$ cat src/rtl/bridge_pkg.sv
package bridge_pkg;

    localparam int WORD_W   = 64;
    localparam int BYTE_W   = 8;
    localparam int SEL_W    = 3;
    localparam int OP_W     = 4;
    localparam int XOP_W    = 3;

    // field positions inside the command word
    localparam int LAUNCH_BIT = 63;
    localparam int DIR_BIT    = 56;
    localparam int OP_LSB     = 57;
    localparam int XOP_LSB    = 32;

    // primary and secondary opcode values
    localparam logic [OP_W-1:0]  OPC_HIGHPER = 4'd4;
    localparam logic [OP_W-1:0]  OPC_EXTEND  = 4'd6;
    localparam logic [XOP_W-1:0] XOPC_DATA   = 3'd1;
    localparam logic [XOP_W-1:0] XOPC_CTRL   = 3'd2;
    localparam logic [XOP_W-1:0] XOPC_CLOCK  = 3'd3;
    localparam logic [XOP_W-1:0] XOPC_RESET  = 3'd7;

    // internal target codes; 1..5 are also the core select codes
    typedef enum logic [SEL_W-1:0] {
        TGT_NONE    = 3'd0,
        TGT_DATA    = 3'd1,
        TGT_CTRL    = 3'd2,
        TGT_CLKCTL  = 3'd3,
        TGT_STAT    = 3'd4,
        TGT_HIGHPER = 3'd5,
        TGT_RESET   = 3'd6
    } target_e;

    typedef enum logic [1:0] {
        ST_IDLE  = 2'd0,
        ST_ISSUE = 2'd1,
        ST_HOLD  = 2'd2
    } state_e;

endpackage

$ cat src/rtl/bridge_cmd_decode.sv
module bridge_cmd_decode
    import bridge_pkg::*;
(
    input  logic [OP_W-1:0]  opcode,
    input  logic [XOP_W-1:0] xopcode,
    input  logic             is_read,
    output target_e          target,
    output logic             is_reg
);

    always_comb begin
        target = TGT_NONE;
        if (opcode == OPC_HIGHPER) begin
            target = TGT_HIGHPER;
        end else if (opcode == OPC_EXTEND) begin
            case (xopcode)
                XOPC_DATA:  target = TGT_DATA;
                XOPC_CTRL:  target = TGT_CTRL;
                XOPC_CLOCK: target = is_read ? TGT_STAT : TGT_CLKCTL;
                XOPC_RESET: target = TGT_RESET;
                default:    target = TGT_NONE;
            endcase
        end
    end

    always_comb begin
        unique case (target)
            TGT_DATA, TGT_CTRL, TGT_CLKCTL, TGT_STAT, TGT_HIGHPER: is_reg = 1'b1;
            default:                                               is_reg = 1'b0;
        endcase
    end

endmodule

$ cat src/rtl/bridge_access_fsm.sv
module bridge_access_fsm
    import bridge_pkg::*;
#(
    parameter int ACCESS_CYCLES = 2
) (
    input  logic clk,
    input  logic rst_n,
    input  logic launch,
    output logic issue,
    output logic done,
    output logic busy
);

    localparam int LAST  = (ACCESS_CYCLES < 2) ? 1 : ACCESS_CYCLES - 1;
    localparam int CNT_W = $clog2(LAST + 1) + 1;

    state_e           state_q, state_d;
    logic [CNT_W-1:0] cnt_q, cnt_d;
    logic             window_end;

    assign window_end = (cnt_q == CNT_W'(LAST));

    always_ff @(posedge clk) begin
        if (!rst_n) begin
            state_q <= ST_IDLE;
            cnt_q   <= '0;
        end else begin
            state_q <= state_d;
            cnt_q   <= cnt_d;
        end
    end

    // next-state logic
    always_comb begin
        state_d = state_q;
        cnt_d   = cnt_q;
        unique case (state_q)
            ST_IDLE: begin
                cnt_d = '0;
                if (launch) state_d = ST_ISSUE;
            end
            ST_ISSUE: begin
                cnt_d   = CNT_W'(1);
                state_d = ST_HOLD;
            end
            ST_HOLD: begin
                if (window_end) begin
                    cnt_d   = '0;
                    state_d = ST_IDLE;
                end else begin
                    cnt_d = cnt_q + CNT_W'(1);
                end
            end
            default: begin
                cnt_d   = '0;
                state_d = ST_IDLE;
            end
        endcase
    end

    // outputs
    always_comb begin
        issue = 1'b0;
        done  = 1'b0;
        busy  = 1'b1;
        unique case (state_q)
            ST_IDLE:  busy  = 1'b0;
            ST_ISSUE: issue = 1'b1;
            ST_HOLD:  done  = window_end;
            default:  busy  = 1'b0;
        endcase
    end

    AST_ISSUE_ONE_CYCLE: assert property (@(posedge clk) disable iff (!rst_n)
        state_q == ST_ISSUE |=> state_q == ST_HOLD);
    AST_HOLD_BOUNDED: assert property (@(posedge clk) disable iff (!rst_n)
        state_q == ST_HOLD |-> cnt_q <= CNT_W'(LAST));
    AST_DONE_RETURNS_IDLE: assert property (@(posedge clk) disable iff (!rst_n)
        done |=> !busy);

endmodule

$ cat src/rtl/bridge_cmd_word.sv
module bridge_cmd_word
    import bridge_pkg::*;
(
    input  logic              clk,
    input  logic              rst_n,
    input  logic              host_wr,
    input  logic [WORD_W-1:0] host_wdata,
    input  logic              busy,
    input  logic              done,
    input  logic              is_read,
    input  logic              is_reg,
    input  logic [BYTE_W-1:0] rd_byte,
    output logic [WORD_W-1:0] word_q,
    output logic              launch
);

    logic              accept;
    logic [BYTE_W-1:0] ret_byte;

    assign accept   = host_wr && !busy;
    assign launch   = accept && host_wdata[LAUNCH_BIT];
    assign ret_byte = is_reg ? rd_byte : '0;

    always_ff @(posedge clk) begin
        if (!rst_n) begin
            word_q <= '0;
        end else if (accept) begin
            word_q <= host_wdata;
        end else if (done) begin
            word_q[LAUNCH_BIT] <= 1'b0;
            if (is_read) word_q[BYTE_W-1:0] <= ret_byte;
        end
    end

    AST_BUSY_HOLDS_WORD: assert property (@(posedge clk) disable iff (!rst_n)
        busy && !done |=> $stable(word_q));
    AST_DONE_CLEARS_LAUNCH: assert property (@(posedge clk) disable iff (!rst_n)
        done |=> !word_q[LAUNCH_BIT]);
    AST_DONE_KEEPS_UPPER: assert property (@(posedge clk) disable iff (!rst_n)
        done |=> $stable(word_q[WORD_W-2:BYTE_W]));
    AST_LAUNCH_FLAG_SET: assert property (@(posedge clk) disable iff (!rst_n)
        launch |=> word_q[LAUNCH_BIT]);

endmodule

$ cat src/rtl/csr_core_bridge.sv
module csr_core_bridge
    import bridge_pkg::*;
#(
    parameter int ACCESS_CYCLES = 2
) (
    input  logic              clk,
    input  logic              rst_n,
    input  logic              host_wr,
    input  logic [WORD_W-1:0] host_wdata,
    output logic [WORD_W-1:0] host_rdata,
    output logic [SEL_W-1:0]  core_sel,
    output logic              core_wr,
    output logic              core_rd,
    output logic [BYTE_W-1:0] core_wdata,
    input  logic [BYTE_W-1:0] core_rdata,
    output logic              core_rst
);

    logic [WORD_W-1:0] word_q;
    logic              launch, issue, done, busy;
    logic              is_read, is_reg;
    target_e           target;

    assign is_read = word_q[DIR_BIT];

    bridge_cmd_decode u_decode (
        .opcode  (word_q[OP_LSB +: OP_W]),
        .xopcode (word_q[XOP_LSB +: XOP_W]),
        .is_read (is_read),
        .target  (target),
        .is_reg  (is_reg)
    );

    bridge_access_fsm #(.ACCESS_CYCLES(ACCESS_CYCLES)) u_fsm (
        .clk    (clk),
        .rst_n  (rst_n),
        .launch (launch),
        .issue  (issue),
        .done   (done),
        .busy   (busy)
    );

    bridge_cmd_word u_word (
        .clk        (clk),
        .rst_n      (rst_n),
        .host_wr    (host_wr),
        .host_wdata (host_wdata),
        .busy       (busy),
        .done       (done),
        .is_read    (is_read),
        .is_reg     (is_reg),
        .rd_byte    (core_rdata),
        .word_q     (word_q),
        .launch     (launch)
    );

    assign host_rdata = word_q;
    assign core_sel   = (busy && is_reg) ? SEL_W'(target) : '0;
    assign core_wr    = issue && is_reg && !is_read;
    assign core_rd    = issue && is_reg && is_read;
    assign core_rst   = issue && (target == TGT_RESET);
    assign core_wdata = word_q[BYTE_W-1:0];

    AST_STROBES_EXCLUSIVE: assert property (@(posedge clk) disable iff (!rst_n)
        $onehot0({core_wr, core_rd, core_rst}));
    AST_IDLE_SEL_ZERO: assert property (@(posedge clk) disable iff (!rst_n)
        !busy |-> core_sel == '0);
    AST_UNDEF_SILENT: assert property (@(posedge clk) disable iff (!rst_n)
        target == TGT_NONE |-> !core_wr && !core_rd && !core_rst && core_sel == '0);
    AST_RST_SINGLE_PULSE: assert property (@(posedge clk) disable iff (!rst_n)
        core_rst |=> !core_rst);
    AST_STROBE_SINGLE: assert property (@(posedge clk) disable iff (!rst_n)
        core_wr || core_rd |=> !core_wr && !core_rd);

endmodule

$ cat config.mk
export PLATFORM = sky130hd
export DESIGN_NAME = csr_core_bridge
export DESIGN_NICKNAME = d
export VERILOG_FILES = /design/src/rtl/bridge_pkg.sv /design/src/rtl/bridge_cmd_decode.sv /design/src/rtl/bridge_access_fsm.sv /design/src/rtl/bridge_cmd_word.sv /design/src/rtl/csr_core_bridge.sv
export SDC_FILE = /design/constraint.sdc
export NUM_CORES = 1
export LEC_CHECK = 0
export ABC_CLOCK_PERIOD_IN_PS = 2050
export BUFFER_PORTS_ARGS = -buffer_cell sky130_fd_sc_hd__buf_2
export CAP_MARGIN = 0
export CORE_ASPECT_RATIO = 0.7
export CORE_UTILIZATION = 25
export CTS_CLUSTER_DIAMETER = 50
export CTS_CLUSTER_SIZE = 24
export DETAILED_ROUTE_END_ITERATION = 12
export HOLD_SLACK_MARGIN = 0.05
export SYNTH_ARGS = -nofsm -noshare
export SYNTH_HDL_FRONTEND = slang
export SYNTH_SLANG_ARGS = --single-unit
$ cat constraint.sdc
create_clock -name clk -period 2.05 [get_ports clk]
set_input_delay 0.3075 -clock clk [delete_from_list [all_inputs] [get_ports clk]]
set_output_delay 0.3075 -clock clk [all_outputs]
set_load 0.05 [all_outputs]
==> results of run 1 <==
placed cells by master, fill, tap and decap left out, types with 2 or more instances in the layout:
cell type and n:
nand3_1 2, o31ai_1 8, nand2_1 123, clkbuf_8 3, dfxtp_2 4, a21boi_0 56, clkinv_2 3, mux2i_1 2
clkbuf_16 9, dfxtp_1 63, nor2_1 2, nor2b_1 2, o2111ai_1 8, ha_1 4, nand2b_1 2, inv_4 2
a31oi_1 8, buf_4 20, buf_2 151, o211ai_1 3
flip-flops by register name, indices dropped and copies added (netlist names):
register / flops
u_word.word_q: 64
u_fsm.cnt_q: 2
u_fsm.state_q: 2
routing by layer:
| layer | vias up | routed length (µm) |
|---|---|---|
| met3 | 9 | 597 |
| met4 | 0 | 79 |
| met2 | 96 | 3640 |
| met1 | 1295 | 3710 |
| met5 | - | 0 |
| li1 | 1446 | - |
critical path, cell delays in order (launching register included):
cell,delay [ns]
dfxtp_2,0.36
inv_4,0.06
ha_4,0.26
o211ai_1,0.17
a2111oi_4,0.34
buf_6,0.21
final timing paths:
check                    start                end  slack [ns]  cells past startpoint
max           u_fsm.state_q[1]        core_sel[1]        0.04                      5
min             host_wdata[58]  u_word.word_q[58]        0.22                      3
max reg2reg   u_fsm.state_q[0]   u_word.word_q[7]        0.21                      6
min reg2reg  u_word.word_q[24]  u_word.word_q[24]        0.46                      2
what timing repair did:
item | in CTS | in global routing
endpoints found under the setup margin | 3 | 3
pin swaps | 2 | 3
resized for setup | 5 | 10
hold buffers | 0 | 0
buffers inserted | 1 | 5
gates cloned | 0 | 0
power by group through the flow:
stage / sequential [mW] / clock [mW] / combinational (mW)
global placement: 1.73 / 0 / 2.35
finish: 1.73 / 1.47 / 2.45
CTS: 1.72 / 1.53 / 2.42
detailed placement: 1.74 / 0 / 2.39
floorplan: 2.51 / 0 / 1.06
global route: 1.76 / 1.60 / 2.64
cells in the mapped netlist:
| library cell | instances |
|---|---|
| nor2b_1 | 3 |
| a2111oi_2 | 1 |
| nand2b_1 | 3 |
| buf_6 | 2 |
| and4_1 | 1 |
| nor2_1 | 3 |
| clkinv_1 | 1 |
| o211ai_1 | 3 |
| dfxtp_1 | 68 |
| ha_1 | 5 |
| nand3b_1 | 1 |
| nand2_1 | 123 |
| nor3b_1 | 1 |
| o2111ai_1 | 8 |
| or2_0 | 1 |
| inv_1 | 3 |
| and4b_2 | 1 |
| o21ba_2 | 1 |
| nand3_1 | 2 |
| and4b_1 | 1 |
| a31oi_1 | 8 |
| and4_2 | 1 |
| mux2i_1 | 2 |
| a21oi_1 | 2 |
| clkbuf_1 | 7 |
| o211a_1 | 1 |
| buf_2 | 16 |
| buf_4 | 10 |
| a22oi_1 | 1 |
| a21boi_0 | 56 |
| o31ai_1 | 8 |
layout make-up:
cell class                 instances  area, µm²
sequential                        68       1370
inverter                           4       20.0
multi-input combinational        237       1390
clock inverter                     4       22.5
fill                            1204       7010
clock buffer                      12        267
timing repair buffer             173        937
tap                              153        191
metrics by stage:
stage | hold slack [ns] | instance area [µm²] | util [%] | setup TNS (ns) | total power [mW]
finish | 0.222 | 4200 | 37.5 | 0 | 5.65
global route | 0.217 | 4200 | 37.5 | -0.0361 | 6.00
CTS | 0.205 | 4140 | 36.9 | 0 | 5.66
detailed placement | 0.454 | 3820 | 34.1 | 0 | 4.13
global placement | 0.447 | 3820 | 34.1 | 0 | 4.08
floorplan | 0.451 | 2940 | - | -0.371 | 3.57
logic make-up (layout without fill, tap and decap cells):
kind of cell             Yosys count  count (layout)  synth area share, %
buffers and inverters             39             193                 7.50
AND/OR/NAND/NOR                  141             141                 19.9
AO/OA/AOI/OAI                     89              89                 23.1
adder cells (fa/ha/maj)            5               5                 2.14
multiplexers                       2               2                0.686
flip-flops                        68              68                 46.6
==> out/metrics.cfg, run 1 <==
[drt]
drt.antenna.violating_nets = 0
dr.pass1.iters = 4
initialDrtViolationCount = 66
via_per_inst = 4.37
drc = 0
routed_wl_um = 8030
vias = 2846
post_drt_wl_per_cell_um = 12.3

[sta]
max_slew_margin_pct = 69.6
period_share_pct = 98.1
setup_slack_ns = 0.0398
finClkSkew_ns = 0.00569
finalSetupViolations = 0
finalHoldViolations = 0
min_period_ns = 2.01
worst_slew_pin_slew_ns = 0.456
maxSlewViolCount = 0
rsz0062_at_grt = true
max_freq_ghz = 0.497

[die]
die_area_um2 = 12100
coreArea_um2 = 11200
start_util_pct = 26.0
die_y_um = 92.4
num_io_pins = 153
rows = 32
die_w_um = 131

[logic_synthesis]
synth_top_area_cell = dfxtp_1
yosys_register_bits = 68
syn_nets = 424
yosys.area.top_type_share_pct = 46.6
syn_avg_cell_area_um2 = 8.49
yosysUniqueCellTypes = 31
synth_seq_area_share_pct = 46.6
yosys_warnings = 0
ys_top_cells_by_area = dfxtp_1 (47%), nand2_1 (16%), a21boi_0 (14%)
syn_inst = 344
netlist_area_um2 = 2920

[placement]
post-dp-hpwl_um = 5930
routabilityCongestion = 0.752
place_inst = 629
dp_slack_ns = 0.142
port_buffers = 152

[finish]
layout.nets = 573
diodes = 0
finalNonFillerCells = 651
area_growth_pct = 43.8
layout-drive-gt1-share_pct = 41.4

[global_route]
grt_pass1_wl_um = 13200
grt_usage_pct = 13.7
grt_overflow_total = 0
use_met1_pct = 16.0
grt_use_met3_pct = 5.64
grt_pass1_vias = 2755
grt_antenna_before_repair = 0
busiest_layer = met2
grt_start_max_net_pins = 33
grt_use_met2_pct = 22.7

[clock_network]
cts_sinks = 68
cts_tree = built
cts_root_buf = clkbuf_16
cts_buffers = 9
worstSkewPairLatency_ns = 0.33
clockBufferDepth = 2
clk_pin_slew_ns = 0.05
cts-htree-levels = 3

[power_and_ir_drop]
p_clk_share_pct = 26.0
share_seq_of_total_power_pct = 30.7
switching_share_pct = 43.9
p_leak_nw = 1.97
p_int_mw = 3.17
p_comb_share_pct = 43.4
p_per_area_nw_per_um2 = 1340
ir_drop_uv = 441
power.switching_mw = 2.48

[min_path]
hold_path.class = primary input to flop

[setup_path]
critPathMaxFanout = 4
startpoint_type = flop
required_ns = 1.74
cp.arrival_ns = 1.70
critPathKind = flop to primary output
endpoint_kind = primary output

[job]
max_cap_violations = 0

[run_status]
outcome = finished clean

Note: power is estimated with default switching activity, not from simulation.
==> inputs of run 2 (changes only) <==
--- a/config.mk
+++ b/config.mk
@@ -8,12 +8,13 @@
 export ABC_CLOCK_PERIOD_IN_PS = 2050
 export BUFFER_PORTS_ARGS = -buffer_cell sky130_fd_sc_hd__buf_2
 export CAP_MARGIN = 0
-export CORE_ASPECT_RATIO = 0.7
-export CORE_UTILIZATION = 25
+export CORE_ASPECT_RATIO = 0.5
+export CORE_UTILIZATION = 45
 export CTS_CLUSTER_DIAMETER = 50
 export CTS_CLUSTER_SIZE = 24
 export DETAILED_ROUTE_END_ITERATION = 12
 export HOLD_SLACK_MARGIN = 0.05
+export PLACE_DENSITY = 0.8
 export SYNTH_ARGS = -nofsm -noshare
 export SYNTH_HDL_FRONTEND = slang
 export SYNTH_SLANG_ARGS = --single-unit
==> run 2 against run 1 <==
- via count shrank 2.6%
- clock-buffer cell count is the same
- power shrank 0.57%
- fmax shrank 0.89%
- largest cell class unchanged
- sequential power is essentially flat
- wire length shrank 6.7%
- global-route usage grew 8.0 points
- combinational power is essentially flat
- final area shrank 2.3%
- final cell count shrank 11%
==> out/metrics.cfg, run 2 (synthesis results as in run 1) <==
[finish]
layout_common_cells = buf_2 (150), nand2_1 (123), dfxtp_1 (65)
layout-drive-gt1-share_pct = 40.5  ; -0.88 points
area_growth_pct = 40.5
layout.nets = 569  ; -0.70%
largest_register_ff_count = 64  ; unchanged
diodes = 0  ; unchanged
top_register = u_word.word_q
fin_util_pct = 66.6  ; +29 points
top_regs = u_word.word_q x64, u_fsm.cnt_q x2, u_fsm.state_q x2
layout_commonest_cell = buf_2

[drt]
drt.antenna.violating_nets = 0  ; unchanged
routed_wl_um = 7480  ; -6.7%
drc = 0  ; unchanged
vias = 2773  ; -2.6%
initialDrtViolationCount = 81  ; +23%
via_per_inst = 4.76  ; +9.0%
post_drt_wl_per_cell_um = 12.9  ; +4.3%
dr.pass1.iters = 5  ; +1

[power_and_ir_drop]
power.switching_mw = 2.45  ; -1.0%
power_mw = 5.61  ; -0.57%
p_int_mw = 3.16  ; -0.24%
p_comb_share_pct = 43.3  ; about the same
ir_drop_uv = 652  ; +48%
p_leak_nw = 1.95  ; -0.88%
p_clk_share_pct = 25.9  ; about the same
p_per_area_nw_per_um2 = 1370  ; +1.8%
switching_share_pct = 43.7  ; -0.19 points
share_seq_of_total_power_pct = 30.8  ; about the same

[clock_network]
clk_pin_slew_ns = 0.05  ; about the same
cts_root_buf = clkbuf_16
clockBufferDepth = 2  ; unchanged
cts_tree = built
cts_sinks = 68  ; unchanged
worstSkewPairLatency_ns = 0.34  ; about the same
cts_buffers = 9  ; unchanged
cts-htree-levels = 3  ; unchanged

[global_route]
grt_pass1_wl_um = 11100  ; -15%
grt_pass1_vias = 2449  ; -11%
grt_overflow_total = 0  ; unchanged
grt_antenna_before_repair = 0  ; unchanged
grt_usage_pct = 21.7  ; +8.0 points
grt_start_max_net_pins = 50  ; +52%

[min_path]
hold_path_end = u_word.word_q[26]
worstHoldPathCells = 3  ; unchanged
min-delay-start = host_wdata[26]
hold_path.class = primary input to flop

[setup_path]
endpoint_kind = primary output
reg2regPathDepth = 6  ; unchanged
crit_slowest_cell = dfxtp_2
reg2reg_to = u_word.word_q[7]
cp.arrival_ns = 1.72  ; +0.02 ns
critPathKind = flop to primary output
regToRegStartpoint = u_fsm.state_q[0]
r2r_setup_slack_ns = 0.19  ; -0.02 ns
critPathMaxStageDelay_ns = 0.37  ; about the same
startpoint_type = flop
crit_chain = inv_2 -> ha_4 -> o211ai_1 -> a2111oi_4 -> buf_6
required_ns = 1.74  ; about the same
critPathMaxFanout = 4  ; unchanged

[placement]
post-dp-hpwl_um = 4880  ; -18%
port_buffers = 152  ; unchanged
routabilityCongestion = 0.744  ; -1.1%
dp_slack_ns = 0.176  ; +0.0343 ns

[sta]
finalHoldViolations = 0  ; unchanged
worst_slew_pin_slew_ns = 0.464  ; +0.00822 ns
setup_slack_ns = 0.0218  ; -0.0180 ns
rsz0062_at_grt = true
min_period_ns = 2.03  ; +0.0180 ns
max_freq_ghz = 0.493  ; -0.89%
finalSetupViolations = 0  ; unchanged
hold_ws_ns = 0.217  ; -0.00473 ns
period_share_pct = 98.9  ; +0.88 points
totalNegativeSetupSlack_ns = 0  ; unchanged
finClkSkew_ns = 0.00836  ; +0.00267 ns
max_slew_margin_pct = 69.1  ; -0.55 points
maxSlewViolCount = 0  ; unchanged

[job]
max_cap_violations = 0  ; unchanged

[die]
start_util_pct = 47.4  ; +21 points
die_area_um2 = 6840  ; -44%
coreArea_um2 = 6160  ; -45%
num_io_pins = 153  ; unchanged
die_y_um = 59.0  ; -36%
rows = 20  ; -38%
die_w_um = 116  ; -12%

[run_status]
outcome = finished clean

[run 2: cell count changes in the layout (fill, tap and decap cells not counted)]
| cell | before | now |
|---|---|---|
| buf_4 | 20 | 15 |
| dfxtp_1 | 63 | 65 |
| dfxtp_2 | 4 | 2 |
| buf_12 | 1 | 2 |
| buf_2 | 151 | 150 |
| buf_6 | 1 | 2 |
| inv_2 | 0 | 1 |
| inv_4 | 2 | 1 |
[run 2: per-layer routing]
metal,track usage (%),wire (µm)
met1,24.0,3180
met2,38.4,3830
met3,8.65,390
met4,8.06,82
met5,0,0
[run 2: power by group through the flow]
stage                     Sequential [mW]  Combinational [mW]  Clock [mW]
after floorplan                      2.51                1.06           0
after global placement               1.73                2.32           0
after detailed placement             1.74                2.34           0
after CTS                            1.72                2.36        1.49
after global routing                 1.76                2.60        1.55
final                                1.73                2.43        1.45
[run 2: per-stage QoR]
| step | instance area (µm²) | instances |
|---|---|---|
| finish | 4100 | 582 |
| global placement | 3720 | 560 |
| CTS | 4030 | 577 |
| floorplan | 2940 | 344 |
| detailed placement | 3720 | 560 |
| global route | 4100 | 582 |
[run 2: what timing repair did]
action / 4_1_cts / 5_1_grt
gates resized for setup: 4 / 11
hold buffers: 0 / 0
endpoints found under the setup margin: 2 / 5
buffers inserted: 1 / 5
pin swaps: 2 / 3
[run 2: layout make-up]
type	instances	area (µm²)
fill	530	2050
multi-input combinational	237	1390
sequential	68	1370
timing repair buffer	169	926
clock buffer	12	267
tap	88	110
clock inverter	4	22.5
inverter	4	17.5
[run 2: worst max-delay path: cells and delay by family (launching register included)]
family / cells / cell delay [ns]
fa+ha+maj: 1 / 0.26
buf+inv: 2 / 0.28
flops: 1 / 0.37
compound gates: 2 / 0.48
[run 2: worst max path at each step]
stage                      start           to  slack (ns)  cells after the start
2_1_floorplan  u_word.word_q[32]  core_sel[1]       -0.19                      4
6_report        u_fsm.state_q[0]  core_sel[1]        0.02                      5
3_5_place_dp    u_fsm.state_q[0]  core_sel[1]        0.18                      5
3_3_place_gp    u_fsm.state_q[0]  core_sel[1]        0.20                      5
4_1_cts         u_fsm.state_q[1]  core_sel[1]       0.006                      5
5_1_grt         u_fsm.state_q[0]  core_sel[1]       -0.06                      5
==> inputs of run 3 (changes only) <==
--- a/config.mk
+++ b/config.mk
@@ -8,7 +8,6 @@
 export ABC_CLOCK_PERIOD_IN_PS = 2050
 export BUFFER_PORTS_ARGS = -buffer_cell sky130_fd_sc_hd__buf_2
 export CAP_MARGIN = 0
-export CORE_ASPECT_RATIO = 0.5
 export CORE_UTILIZATION = 45
 export CTS_CLUSTER_DIAMETER = 50
 export CTS_CLUSTER_SIZE = 24
==> run 3 against run 2 <==
- utilization fell by 1.5 points
- power fell by 7.8%
- combinational power barely moved
- die area fell by 0.30%
==> out/metrics.cfg, run 3 (synthesis results as in run 1) <==
[job]
max_cap_violations = 0  ; unchanged

[finish]
finalNonFillerCells = 563  ; -3.3%
fin_util_pct = 65.1  ; -1.5 points
layout_common_cells = buf_2 (149), nand2_1 (123), dfxtp_1 (64)
layout.nets = 563  ; -1.1%
layout-drive-gt1-share_pct = 40.4  ; -0.12 points
top_register = u_word.word_q
fill_cells = 536  ; +1.1%
top_regs = u_word.word_q x64, u_fsm.cnt_q x2, u_fsm.state_q x2
diodes = 0  ; unchanged
area_growth_pct = 36.0
layout_commonest_cell = buf_2
largest_register_ff_count = 64  ; unchanged
stdcell_area_um2 = 3970  ; -3.2%

[drt]
drt.antenna.violating_nets = 0  ; unchanged
initialDrtViolationCount = 116  ; +43%
routed_wl_um = 7640  ; +2.1%
wl_met1_um = 3100  ; -2.4%
via_per_inst = 5.07  ; +6.5%
top_layer = met4
wl_met2_um = 3810  ; -0.50%
post_drt_wl_per_cell_um = 13.6  ; +5.5%
dr.pass1.iters = 5  ; unchanged
vias = 2856  ; +3.0%
route.met3.wl_um = 607  ; +56%
drc = 0  ; unchanged

[setup_path]
endpoint_kind = primary output
critPathKind = flop to primary output
critPathMaxFanout = 4  ; unchanged
startpoint_type = flop
cp.arrival_ns = 1.68  ; -0.04 ns
required_ns = 1.74  ; about the same

[min_path]
hold_path.class = primary input to flop

[die]
die_y_um = 82.6  ; +40%
die_area_um2 = 6820  ; -0.30%
rows = 28  ; +40%
die_w_um = 82.6  ; -29%
start_util_pct = 47.9  ; +0.47 points
num_io_pins = 153  ; unchanged
coreArea_um2 = 6100  ; -0.98%

[run_status]
outcome = finished clean

[sta]
max_freq_ghz = 0.502  ; +1.8%
finClkSkew_ns = 0.00734  ; -0.00102 ns
period_share_pct = 97.2  ; -1.8 points
finalSetupViolations = 0  ; unchanged
worst_slew_pin_slew_ns = 0.503  ; +0.0388 ns
rsz0062_at_grt = true
setup_slack_ns = 0.0580  ; +0.0362 ns
min_period_ns = 1.99  ; -0.0362 ns
max_slew_margin_pct = 66.5  ; -2.6 points
maxSlewViolCount = 0  ; unchanged
finalHoldViolations = 0  ; unchanged

[global_route]
grt_pass1_wl_um = 11700  ; +4.9%
grt_overflow_total = 0  ; unchanged
grt_pass1_vias = 2555  ; +4.3%
grt_usage_pct = 22.8  ; +1.1 points
grt_start_max_net_pins = 44  ; -12%
grt_antenna_before_repair = 0  ; unchanged

[clock_network]
clk_pin_slew_ns = 0.08  ; +0.03 ns
clockBufferDepth = 2  ; unchanged
cts_tree = built
cts_buffers = 9  ; unchanged
holdBufCountCts = 0  ; unchanged
worstSkewPairLatency_ns = 0.33  ; about the same
cts-htree-levels = 3  ; unchanged
cts_root_buf = clkbuf_8
cts_sinks = 68  ; unchanged

[power_and_ir_drop]
ir_drop_uv = 683  ; +4.8%
p_per_area_nw_per_um2 = 1300  ; -4.8%
p_leak_nw = 1.87  ; -4.2%

[placement]
placed_area_um2 = 3700  ; -0.50%
routabilityCongestion = 0.739  ; -0.67%
port_buffers = 152  ; unchanged
dp_slack_ns = -0.0161  ; -0.192 ns
place_inst = 545  ; -2.7%
post-dp-hpwl_um = 5350  ; +9.7%

==> run 3: per-layer routing <==
metal / GRT usage (%) / vias to the layer above
met3: 7.47 / 13
met2: 39.4 / 104
met4: 8.45 / 0
met1: 26.2 / 1308
li1: - / 1431
met5: 0 / -
==> run 3: power breakdown <==
part	total, mW	switching (mW)	internal (mW)
sequential	1.73	0.153	1.58
combinational	2.42	1.76	0.661
clock	1.02	0.518	0.505
==> run 3: worst max-delay path, cell delays in order (launching register included) <==
cell and delay [ns]:
dfxtp_4 0.37, inv_2 0.06, ha_4 0.27, o211ai_1 0.14, buf_4 0.19, nor2_2 0.14
buf_6 0.18
==> run 3: area by class of cell <==
cell class	count	area [µm²]	share of cell area [%]
Timing Repair Buffer	163	900	22.7
Multi-Input combinational cell	237	1410	35.4
Clock buffer	11	151	3.81
Inverter	4	15.0	0.378
Sequential cell	68	1370	34.5
Tap cell	75	93.8	2.36
Clock inverter	5	36.3	0.914
==> run 3: per-stage QoR <==
step	power [mW]	hold WS, ns	TNS (ns)
3_3_place_gp	4.04	0.446	0
2_1_floorplan	3.57	0.451	-0.371
3_5_place_dp	4.10	0.453	-0.0161
4_1_cts	5.19	0.197	0
5_1_grt	5.49	0.198	-0.0311
6_report	5.17	0.210	0
==> run 3: timing repair <==
action | 4_1_cts | 5_1_grt
pin swaps | 2 | 1
setup endpoints to repair | 6 | 4
resized for setup | 14 | 6
setup buffers | 2 | 0
==> run 3: worst paths after layout <==
check,startpoint,slack [ns],cells past startpoint,end
hold reg to reg,u_word.word_q[38],0.46,2,u_word.word_q[38]
setup reg to reg,u_fsm.state_q[0],0.23,7,u_word.word_q[24]
setup / recovery,u_fsm.state_q[0],0.06,6,core_sel[0]
hold / removal,host_wdata[61],0.21,3,u_word.word_q[61]
